===== config.mk =====
export PLATFORM = sky130hd
export DESIGN_NAME = rx_ctrl_i2c_slave
export DESIGN_NICKNAME = d
export VERILOG_FILES = /design/src/rtl/rxc_pkg.sv /design/src/rtl/rxc_line_sync.sv /design/src/rtl/rxc_xfer_fsm.sv /design/src/rtl/rxc_regfile.sv /design/src/rtl/rx_ctrl_i2c_slave.sv
export SDC_FILE = /design/constraint.sdc
export NUM_CORES = 1
export LEC_CHECK = 0
export CAP_MARGIN = 20
export CORE_ASPECT_RATIO = 0.9
export CORE_MARGIN = 5
export CORE_UTILIZATION = 49
export DETAILED_ROUTE_END_ITERATION = 12
export PLACE_DENSITY = 0.74
export SETUP_SLACK_MARGIN = 0.3
export SLEW_MARGIN = 20
export SYNTH_ARGS = -nofsm -noshare
export SYNTH_HDL_FRONTEND = slang
export SYNTH_HIERARCHICAL = 1
export SYNTH_SLANG_ARGS = --single-unit

===== constraint.sdc =====
create_clock -name clk -period 3 [get_ports clk]
set_input_delay 0.6 -clock clk [delete_from_list [all_inputs] [get_ports clk]]
set_output_delay 0.6 -clock clk [all_outputs]
set_load 0.05 [all_outputs]

===== src/rtl/rxc_pkg.sv =====
package rxc_pkg;
  typedef enum logic [2:0] {
    ST_IDLE, ST_ADDR, ST_REG, ST_WDAT, ST_ACK, ST_TX, ST_RACK
  } xfer_st_e;

  function automatic logic [7:0] rst_byte(input int idx);
    case (idx)
      0:       return 8'h56;
      1:       return 8'h1E;
      2:       return 8'h90;
      3:       return 8'h69;
      4:       return 8'h60;
      5:       return 8'h04;
      default: return 8'h00;
    endcase
  endfunction
endpackage


===== src/rtl/rxc_line_sync.sv =====
module rxc_line_sync #(
  parameter int STAGES = 2
) (
  input  logic clk,
  input  logic rst_n,
  input  logic scl_i,
  input  logic sda_i,
  output logic sda_s,
  output logic scl_rise,
  output logic scl_fall,
  output logic start_det,
  output logic stop_det
);
  logic [STAGES-1:0] scl_ff, sda_ff;
  logic scl_q, sda_q, scl_s;

  always_ff @(posedge clk or negedge rst_n) begin
    if (!rst_n) begin
      scl_ff <= '1;
      sda_ff <= '1;
      scl_q  <= 1'b1;
      sda_q  <= 1'b1;
    end else begin
      scl_ff <= {scl_ff[STAGES-2:0], scl_i};
      sda_ff <= {sda_ff[STAGES-2:0], sda_i};
      scl_q  <= scl_ff[STAGES-1];
      sda_q  <= sda_ff[STAGES-1];
    end
  end

  assign scl_s     = scl_ff[STAGES-1];
  assign sda_s     = sda_ff[STAGES-1];
  assign scl_rise  = scl_s & ~scl_q;
  assign scl_fall  = ~scl_s & scl_q;
  assign start_det = scl_s & scl_q & sda_q & ~sda_s;
  assign stop_det  = scl_s & scl_q & ~sda_q & sda_s;
endmodule


===== src/rtl/rxc_xfer_fsm.sv =====
module rxc_xfer_fsm
  import rxc_pkg::*;
#(
  parameter int STAT_W = 4
) (
  input  logic              clk,
  input  logic              rst_n,
  input  logic              sda_s,
  input  logic              scl_rise,
  input  logic              scl_fall,
  input  logic              start_det,
  input  logic              stop_det,
  input  logic              addr_ok,
  input  logic [6:0]        dev_addr,
  input  logic [STAT_W-1:0] status,
  output logic              wr_en,
  output logic [7:0]        wr_addr,
  output logic [7:0]        wr_data,
  output logic              sda_pull,
  output xfer_st_e          st_o
);
  xfer_st_e   st, after_ack;
  logic [7:0] sr, ptr;
  logic [2:0] cnt;
  logic       full, tx_idx, m_ack;

  always_ff @(posedge clk or negedge rst_n) begin
    if (!rst_n) begin
      st <= ST_IDLE; after_ack <= ST_IDLE;
      sr <= '0; ptr <= '0; cnt <= '0;
      full <= 1'b0; tx_idx <= 1'b0; m_ack <= 1'b0;
      wr_en <= 1'b0; wr_addr <= '0; wr_data <= '0;
    end else begin
      wr_en <= 1'b0;
      if (start_det) begin
        st <= ST_ADDR; cnt <= '0; full <= 1'b0;
      end else if (stop_det) begin
        st <= ST_IDLE; full <= 1'b0;
      end else begin
        case (st)
          ST_ADDR, ST_REG, ST_WDAT: begin
            if (scl_rise && !full) begin
              sr  <= {sr[6:0], sda_s};
              cnt <= cnt + 3'd1;
              if (cnt == 3'd7) full <= 1'b1;
            end
            if (scl_fall && full) begin
              full <= 1'b0;
              cnt  <= '0;
              if (st == ST_ADDR) begin
                if (addr_ok && sr[7:1] == dev_addr) begin
                  st        <= ST_ACK;
                  after_ack <= sr[0] ? ST_TX : ST_REG;
                end else begin
                  st <= ST_IDLE;
                end
              end else if (st == ST_REG) begin
                ptr <= sr; st <= ST_ACK; after_ack <= ST_WDAT;
              end else begin
                wr_en <= 1'b1; wr_addr <= ptr; wr_data <= sr;
                ptr <= ptr + 8'd1; st <= ST_ACK; after_ack <= ST_WDAT;
              end
            end
          end
          ST_ACK: if (scl_fall) begin
            st <= after_ack;
            if (after_ack == ST_TX) begin
              sr <= 8'h00; cnt <= '0; tx_idx <= 1'b0;
            end
          end
          ST_TX: if (scl_fall) begin
            sr  <= {sr[6:0], 1'b0};
            cnt <= cnt + 3'd1;
            if (cnt == 3'd7) st <= ST_RACK;
          end
          ST_RACK: begin
            if (scl_rise) m_ack <= ~sda_s;
            if (scl_fall) begin
              if (m_ack) begin
                st     <= ST_TX;
                cnt    <= '0;
                sr     <= tx_idx ? 8'h00 : 8'({status});
                tx_idx <= 1'b1;
              end else begin
                st <= ST_IDLE;
              end
            end
          end
          default: ;
        endcase
      end
    end
  end

  assign sda_pull = (st == ST_ACK) || (st == ST_TX && !sr[7]);
  assign st_o     = st;
endmodule


===== src/rtl/rxc_regfile.sv =====
module rxc_regfile
  import rxc_pkg::*;
#(
  parameter int NUM_REGS = 11
) (
  input  logic                  clk,
  input  logic                  rst_n,
  input  logic                  wr_en,
  input  logic [7:0]            wr_addr,
  input  logic [7:0]            wr_data,
  output logic [NUM_REGS*8-1:0] cfg_o
);
  for (genvar g = 0; g < NUM_REGS; g++) begin : g_reg
    localparam logic [7:0] IDX = 8'(g);
    logic [7:0] q;
    always_ff @(posedge clk or negedge rst_n) begin
      if (!rst_n)                        q <= rst_byte(g);
      else if (wr_en && wr_addr == IDX)  q <= wr_data;
    end
    assign cfg_o[g*8 +: 8] = q;
  end
endmodule


===== src/rtl/rx_ctrl_i2c_slave.sv =====
module rx_ctrl_i2c_slave
  import rxc_pkg::*;
#(
  parameter int NUM_REGS    = 11,
  parameter int SYNC_STAGES = 2
) (
  input  logic                  clk,
  input  logic                  rst_n,
  input  logic                  scl_i,
  input  logic                  sda_i,
  output logic                  sda_pull_o,
  input  logic                  sel_a,
  input  logic                  sel_b,
  input  logic                  agc_active_i,
  input  logic                  ant_overcur_i,
  input  logic                  ant_present_i,
  input  logic                  pll_locked_i,
  output logic [NUM_REGS*8-1:0] cfg_o
);
  localparam int STAT_W = 4;

  logic       sda_s, scl_rise, scl_fall, start_det, stop_det;
  logic       wr_en;
  logic [7:0] wr_addr, wr_data;
  logic [6:0] dev_addr;
  logic       addr_ok;
  xfer_st_e   xfer_st;
  logic [STAT_W-1:0] status;

  assign dev_addr = {5'b11000, sel_a, sel_b};
  assign addr_ok  = sel_a | sel_b;
  assign status   = {agc_active_i, ant_overcur_i, ant_present_i, pll_locked_i};

  rxc_line_sync #(.STAGES(SYNC_STAGES)) u_sync (
    .clk(clk), .rst_n(rst_n), .scl_i(scl_i), .sda_i(sda_i), .sda_s(sda_s),
    .scl_rise(scl_rise), .scl_fall(scl_fall),
    .start_det(start_det), .stop_det(stop_det)
  );

  rxc_xfer_fsm #(.STAT_W(STAT_W)) u_fsm (
    .clk(clk), .rst_n(rst_n), .sda_s(sda_s),
    .scl_rise(scl_rise), .scl_fall(scl_fall),
    .start_det(start_det), .stop_det(stop_det),
    .addr_ok(addr_ok), .dev_addr(dev_addr), .status(status),
    .wr_en(wr_en), .wr_addr(wr_addr), .wr_data(wr_data),
    .sda_pull(sda_pull_o), .st_o(xfer_st)
  );

  rxc_regfile #(.NUM_REGS(NUM_REGS)) u_regs (
    .clk(clk), .rst_n(rst_n), .wr_en(wr_en), .wr_addr(wr_addr),
    .wr_data(wr_data), .cfg_o(cfg_o)
  );
endmodule


==> parameters.txt, run 1 <==
Parameter                              Value

Worst setup path
  Kind of critical path    reg2out
  Largest delay share family, worst path    buffers and inverters
  Cells along the critical path    inv_2 -> nand2_1 -> a21oi_1 -> dlygate4sd2_1
  Data arrival time at the worst-slack endpoint    1840 ps
  Largest incremental delay on the critical path    between 500 and 600 ps
  Bufs and invs on worst path    2
  Stages on the worst setup path    4
  Startpoint Class    register
  Worst EP required    2400 ps
  Largest fanout of any net on the critical path    9
  Nature of the critical path endpoint    output pin
  Critical Path Slowest Stage Cell    sky130_fd_sc_hd__dlygate4sd2_1
  Cell count of the worst reg-to-reg path    5

Die
  Row Count    38
  Die ar.    about 15,000 um^2
  Vert. Die Dim    about 120 um
  Width of the die    127 um
  I/O pin count    99
  Initial standard-cell utilization of the core    50.0%
  Core footprint    between 10,000 and 15,000 um^2

STA
  Maximum achievable frequency    411 MHz
  Final critical path time including I/O delays and setup    ~2400 ps
  Total negative setup slack    0 ps
  Slew Viols, Final    0
  Tcrit/Tclk final    81.2%
  Total count of hold-check failures in the final report    0
  Pin slew with the least headroom to its limit    622 ps
  Unrepaired setup endpoints after global routing    no
  Clock skew    8.05 ps
  Number of setup violations in the final report    0
  Normalized max-slew margin    58.5%

Clock network
  Clock input transition at the sequential cells of the worst setup and hold paths    60 ps
  Insertion delay to the later sink of the worst-skew pair    around 400 ps
  Count of buffers added by post-CTS timing repair for setup    0
  H-tree depth reported by CTS    4
  CTS sink count    139
  Hold buffers post-CTS    0
  Num CTS Buffers    17
  Clock tree root buffer cell    sky130_fd_sc_hd__clkbuf_16
  CTS tree    done
  Largest buffer count on any clock path    2

Status
  Status    finished, final reports clean

Power
  Power density relative to cell area    626 nW/um^2
  Leak Pwr    3.59 nW
  Largest vdd supply drop    between 0.5 and 0.6 mV

Cells and area
  Number of nets in the final layout    between 500 and 600
  Fraction of final layout cells sized beyond drive strength 1    32.6%
  Most common cell after layout, fill and taps aside    sky130_fd_sc_hd__dfrtp_1
  Area delta synth->final    28.9%
  Total inserted antenna cells    0
  Count of placed standard cells in the final layout, fillers left out    725
  Commonest cells after routing, fill and taps aside    115 x sky130_fd_sc_hd__dfrtp_1, 96 x sky130_fd_sc_hd__clkdlybuf4s50_1, 96 x sky130_fd_sc_hd__mux2_2

Global route
  Maximum number of pins on one net before global-route repair    77
  Global route total overflow    0
  Global-route usage over all layers    between 10% and 20%
  Number of antenna violations at the first check in global routing    0
  Via count of the first global-routing pass    4,026
  Global-route wire length before repair    21,600 um

Yosys
  Syn. warnings    6
  Portion of the post-synthesis area used by sequential elements    58.4%
  Distinct cell type count after synthesis    48
  Mapped Avg Cell Area    between 10 and 15 um^2
  FF+latch count, synth    about 140
  Synth top area cells    sky130_fd_sc_hd__dfrtp_1 48%, sky130_fd_sc_hd__mux2_2 18%, sky130_fd_sc_hd__dfstp_2 10%, sky130_fd_sc_hd__mux2_4 2.7%, sky130_fd_sc_hd__nand2_1 1.7%
  Yosys top cell by area    sky130_fd_sc_hd__dfrtp_1
  Post-Synthesis Cells    around 450
  Number of enable-type register cells in the synthesized netlist    0
  Predominant post-synthesis flop cell    sky130_fd_sc_hd__dfrtp_1
  Area of the mapped netlist    6010 um^2
  Fraction of post-synthesis cell area in the top cell type by area    48.3%
  Fraction of registers with async set or reset after synthesis    100%

Min path
  Min-delay worst type    in2async

Detailed routing
  Wire length per cell    18.1 um
  Routed vias/inst    about 5.5
  Overall via count from detail_route    3,965
  Detailed router's first-iteration violation count    300
  Number of design rule violations left after detail routing    0
  WL final    between 10,000 and 15,000 um
  Antenna Nets Post-Route    0
  Number of optimization iterations in the first detailed-route pass    5

Placement
  Final weighted congestion in routability-driven placement    0.904
  Instance count after placement with tap cells included    693
  Total half-perimeter wirelength after legalization and detailed placement    9050 um
  Port Buffers    98

Flow run
  Max-cap violation count    0
layer usage:
metal	vias up	routed length [um]	global-route usage [%]
li1	1804	-	-
met1	2002	5820	25.1
met2	141	6380	30.8
met3	18	841	5.20
met4	0	124	4.65
met5	-	0	0
report_power, final:
| part | total (mW) | internal, mW | leakage, nW | switching (mW) |
|---|---|---|---|---|
| sequential | 2.16 | 1.99 | 1.83 | 0.178 |
| combinational | 0.592 | 0.278 | 1.48 | 0.315 |
| clock | 2.10 | 1.27 | 0.284 | 0.829 |
cell families after synthesis:
family / after synthesis / share of synthesized area, %
buffers and inverters: 32 / 2.31
DFF: 139 / 58.4
and+or+nand+nor: 101 / 10.0
xor gates and xnor gates: 7 / 1.02
AOI/OAI and AO/OA: 48 / 5.14
adders and majority gates: 3 / 0.625
muxes: 117 / 22.4
other: 2 / 0.125
final timing paths:
path	from	to	slack, ps
max	u_fsm/st_o[1]	sda_pull_o	560
min	rst_n	u_regs/g_reg[10].q[0]	130
max reg2reg	u_sync/scl_q	u_fsm/wr_addr[1]	620
min reg2reg	u_sync/scl_ff[0]	u_sync/scl_ff[1]	360
max in group asynchronous	rst_n	u_regs/g_reg[4].q[5]	2070
min in group clk	u_sync/scl_ff[0]	u_sync/scl_ff[1]	360
worst register-to-register path, delay by kind of cell (launching register included):
kind          cells  cell delay (ps)
mux               1              430
flops             1              550
simple gates      4             1280
registers in the layout (all words and copies together), names as in the netlist:
| name | cells |
|---|---|
| u_fsm/wr_data | 8 |
| u_fsm/wr_en | 1 |
| u_regs/g.q | 88 |
| u_fsm/full | 1 |
| u_fsm/tx_idx | 1 |
| u_fsm/m_ack | 1 |
| u_fsm/after_ack | 3 |
| u_sync/scl_ff | 2 |
| u_sync/sda_ff | 2 |
| u_fsm/wr_addr | 8 |
| u_fsm/cnt | 3 |
| u_sync/scl_q | 1 |
| u_fsm/st_o | 3 |
| u_fsm/sr | 8 |
| u_fsm/ptr | 8 |
| u_sync/sda_q | 1 |
metrics by stage:
step	hold WS (ps)	worst slack, ps	instance area [um^2]	utilization (%)	power, mW
after floorplan	304	756	6020	-	2.58
after global placement	348	636	7150	59.4	2.75
after detailed placement	348	601	7150	59.4	2.79
after CTS	125	550	7750	64.4	4.89
after global routing	144	397	7750	64.4	5.07
final	125	564	7750	64.4	4.85
Yosys cell counts, drive strengths merged, types with 2 or more instances:
cell	instances
and4b	2
mux2i	10
a32oi	3
nand2b	8
o21bai	2
a22o	3
nor2	19
and4bb	2
nand2	29
clkbuf	13
o31ai	2
nand3	18
o21ai	13
conb	2
nor2b	8
a21oi	13
dfrtp	116
buf	8
o211ai	2
ha	3
nor3	2
dfstp	23
inv	11
mux2	107
nand4	7
or2	2
o32ai	2
xnor2	7
cell type report:
| type | instances | area (um^2) |
|---|---|---|
| clock buffers | 19 | 443 |
| clock inverters | 13 | 155 |
| fillers | 850 | 4280 |
| inverters | 11 | 41.3 |
| multi-input cells | 281 | 2380 |
| flip-flops and latches | 139 | 3510 |
| well taps | 160 | 200 |
| repair buffers | 102 | 1020 |
what timing repair did:
| action | CTS | global route |
|---|---|---|
| hold endpoints to repair | 0 | 0 |
| setup endpoints to repair | 1 | 0 |
| gates resized for setup | 2 | 0 |
(Power assumes the default switching activity.)
==> run 2: changes to the inputs <==
Clock period 3 ns to 2.4 ns, I/O delays scaled along.
==> run 2 against run 1 <==
  * Register-to-register slack worse by 250 ps
  * Cell count rose by 0.83%
  * Sequential share of layout area is 0.73 points lower
  * Sequential power increased by 26%
  * Design area is 1.7% higher
  * Worst setup slack got worse by 260 ps
  * Utilization is 1.1 points higher
  * Sequential cell count did not move
  * Critical path type unchanged
  * Largest cell class unchanged
==> parameters.txt, run 2 (same netlist as run 1, synthesis figures left out) <==
Parameter                              Value

Worst setup path
  Cells along the critical path    clkdlybuf4s50_1
  Data arrival time at the worst-slack endpoint    1610 ps (-230 ps)
  Startpoint of the most critical register-to-register path    u_sync/sda_ff[1]
  Nature of the critical path endpoint    output pin
  Largest incremental delay on the critical path    820 ps (+280 ps)
  Worst EP required    1920 ps (-480 ps)
  Largest fanout of any net on the critical path    2 (-7)
  Kind of critical path    reg2out
  Stages on the worst setup path    1 (-3)
  Critical path startpoint    u_regs/g_reg[4].q[4]
  Critical register-to-register path endpoint    u_fsm/after_ack[1]
  Largest delay share family, worst path    buffers and inverters
  Bufs and invs on worst path    1 (-1)
  Critical Path Slowest Stage Cell    sky130_fd_sc_hd__clkdlybuf4s50_1
  Endpoint of the most critical setup path    cfg_o[36]
  Startpoint Class    register
  Cell count of the worst reg-to-reg path    5 (unchanged)
  Setup slack of the worst register-to-register path    370 ps (-250 ps)

Placement
  Total half-perimeter wirelength after legalization and detailed placement    9150 um (+1.1%)
  Placement-stage cell area    7190 um^2 (+0.52%)
  Port Buffers    98 (unchanged)
  Final weighted congestion in routability-driven placement    0.870 (-3.7%)

Detailed routing
  Detailed router's first-iteration violation count    248 (-17%)
  Number of design rule violations left after detail routing    0 (unchanged)
  WL final    13,500 um (+2.5%)
  Routed vias/inst    5.41 (-1.0%)
  Overall via count from detail_route    3,957 (-0.20%)
  Number of optimization iterations in the first detailed-route pass    4 (-1)
  Antenna Nets Post-Route    0 (unchanged)
  Wire length per cell    18.5 um (+1.7%)

Global route
  M1 GR Usage    26.6% (+1.5 points)
  GRT met2 Usage    30.3% (-0.49 points)
  Number of antenna violations at the first check in global routing    0 (unchanged)
  Busiest grt layer    met2
  Met3 track demand over resource    6.69% (+1.5 points)
  Maximum number of pins on one net before global-route repair    52 (-32%)
  Global-route usage over all layers    19.5% (+0.74 points)
  Via count of the first global-routing pass    3,980 (-1.1%)
  Global route total overflow    0 (unchanged)
  Global-route wire length before repair    22,000 um (+1.8%)

Cells and area
  Number of flip-flops in the largest register    88 (unchanged)
  Top reg by flops    u_regs/g.q
  Summed area of non-filler cells in the final layout    7880 um^2 (+1.7%)
  Number of nets in the final layout    571 (+1.1%)
  Most common cell after layout, fill and taps aside    sky130_fd_sc_hd__dfrtp_1
  Total inserted antenna cells    0 (unchanged)
  Commonest cells after routing, fill and taps aside    114 x sky130_fd_sc_hd__dfrtp_1, 96 x sky130_fd_sc_hd__mux2_2, 38 x sky130_fd_sc_hd__dlymetal6s2s_1
  Layout fillers    868 (+2.1%)
  Fraction of final layout cells sized beyond drive strength 1    33.8% (+1.2 points)
  Area delta synth->final    31.1%

STA
  Final critical path time including I/O delays and setup    2090 ps
  Tcrit/Tclk final    87.2%
  Pin slew with the least headroom to its limit    678 ps (+55.8 ps)
  Clock skew    8.55 ps (+0.502 ps)
  Slew Viols, Final    0 (unchanged)
  Total count of hold-check failures in the final report    0 (unchanged)
  Number of setup violations in the final report    0 (unchanged)
  Normalized max-slew margin    54.8% (-3.7 points)
  Unrepaired setup endpoints after global routing    yes
  Maximum achievable frequency    478 MHz
  Total negative setup slack    0 ps (unchanged)

Die
  Initial standard-cell utilization of the core    50.0% (unchanged)
  Die ar.    14,600 um^2 (unchanged)
  I/O pin count    99 (unchanged)
  Vert. Die Dim    115 um (unchanged)
  Width of the die    127 um (unchanged)
  Core footprint    12,000 um^2 (unchanged)
  Row Count    38 (unchanged)

Clock network
  CTS tree    done
  Insertion delay to the later sink of the worst-skew pair    420 ps (about the same)
  H-tree depth reported by CTS    4 (unchanged)
  Largest buffer count on any clock path    2 (unchanged)
  Clock tree root buffer cell    sky130_fd_sc_hd__clkbuf_16
  CTS sink count    139 (unchanged)
  Clock input transition at the sequential cells of the worst setup and hold paths    60 ps (about the same)
  Num CTS Buffers    17 (unchanged)

Status
  Status    finished, final reports clean

Min path
  Min-delay worst type    in2async

Power
  Total chip power    6.01 mW (+24%)
  Largest vdd supply drop    0.573 mV (+5.2%)
  Leak Pwr    4.49 nW (+25%)
  Power density relative to cell area    763 nW/um^2 (+22%)

Flow run
  Max-cap violation count    0 (unchanged)
-- run 2: final cells by class --
type	count	area, um^2	share of cell area [%]
inverters	11	43.8	0.556
flip-flops and latches	139	3510	44.6
well taps	160	200	2.54
clock inverters	11	120	1.52
repair buffers	107	1140	14.5
multi-input cells	282	2410	30.6
clock buffers	21	450	5.72
-- run 2: worst min path at each step --
stage,start,end,slack (ps),cells after the start
after floorplan,rst_n,u_fsm/after_ack[0],180,0
after global placement,u_sync/scl_ff[0],u_sync/scl_ff[1],350,0
after detailed placement,u_sync/scl_ff[0],u_sync/scl_ff[1],350,0
after CTS,rst_n,u_regs/g_reg[6].q[2],100,1
after global routing,rst_n,u_regs/g_reg[6].q[2],130,1
final,rst_n,u_regs/g_reg[6].q[2],90,1
-- run 2: metal layers --
layer	wire length, um	up-vias	share of wire [%]
li1	-	1815	-
met1	6170	2015	46
met2	6470	113	48
met3	722	14	5.4
met4	122	0	0.90
met5	0	-	0
-- run 2: per-stage QoR --
stage          utilization [%]  instances  setup slack, ps  hold WS [ps]
2_1_floorplan                -        452              234           184
3_3_place_gp              59.7        695              217           351
3_5_place_dp              59.7        695              182           351
4_1_cts                   64.6        731              261          96.6
5_1_grt                   65.5        731              233           128
6_report                  65.5        731              306          91.1
-- run 2: what timing repair did --
action,in CTS,in global routing
pin swaps,1,1
setup buffers,3,0
resized for setup,37,42
setup endpoints to repair,46,63
gates cloned,1,0
hold buffers,0,0
-- run 2: report_power, final --
| part | switching, mW | internal [mW] | leakage, nW |
|---|---|---|---|
| clock | 0.962 | 1.55 | 0.274 |
| sequential | 0.237 | 2.48 | 1.83 |
| combinational | 0.401 | 0.373 | 2.39 |
| total | 1.60 | 4.41 | 4.49 |
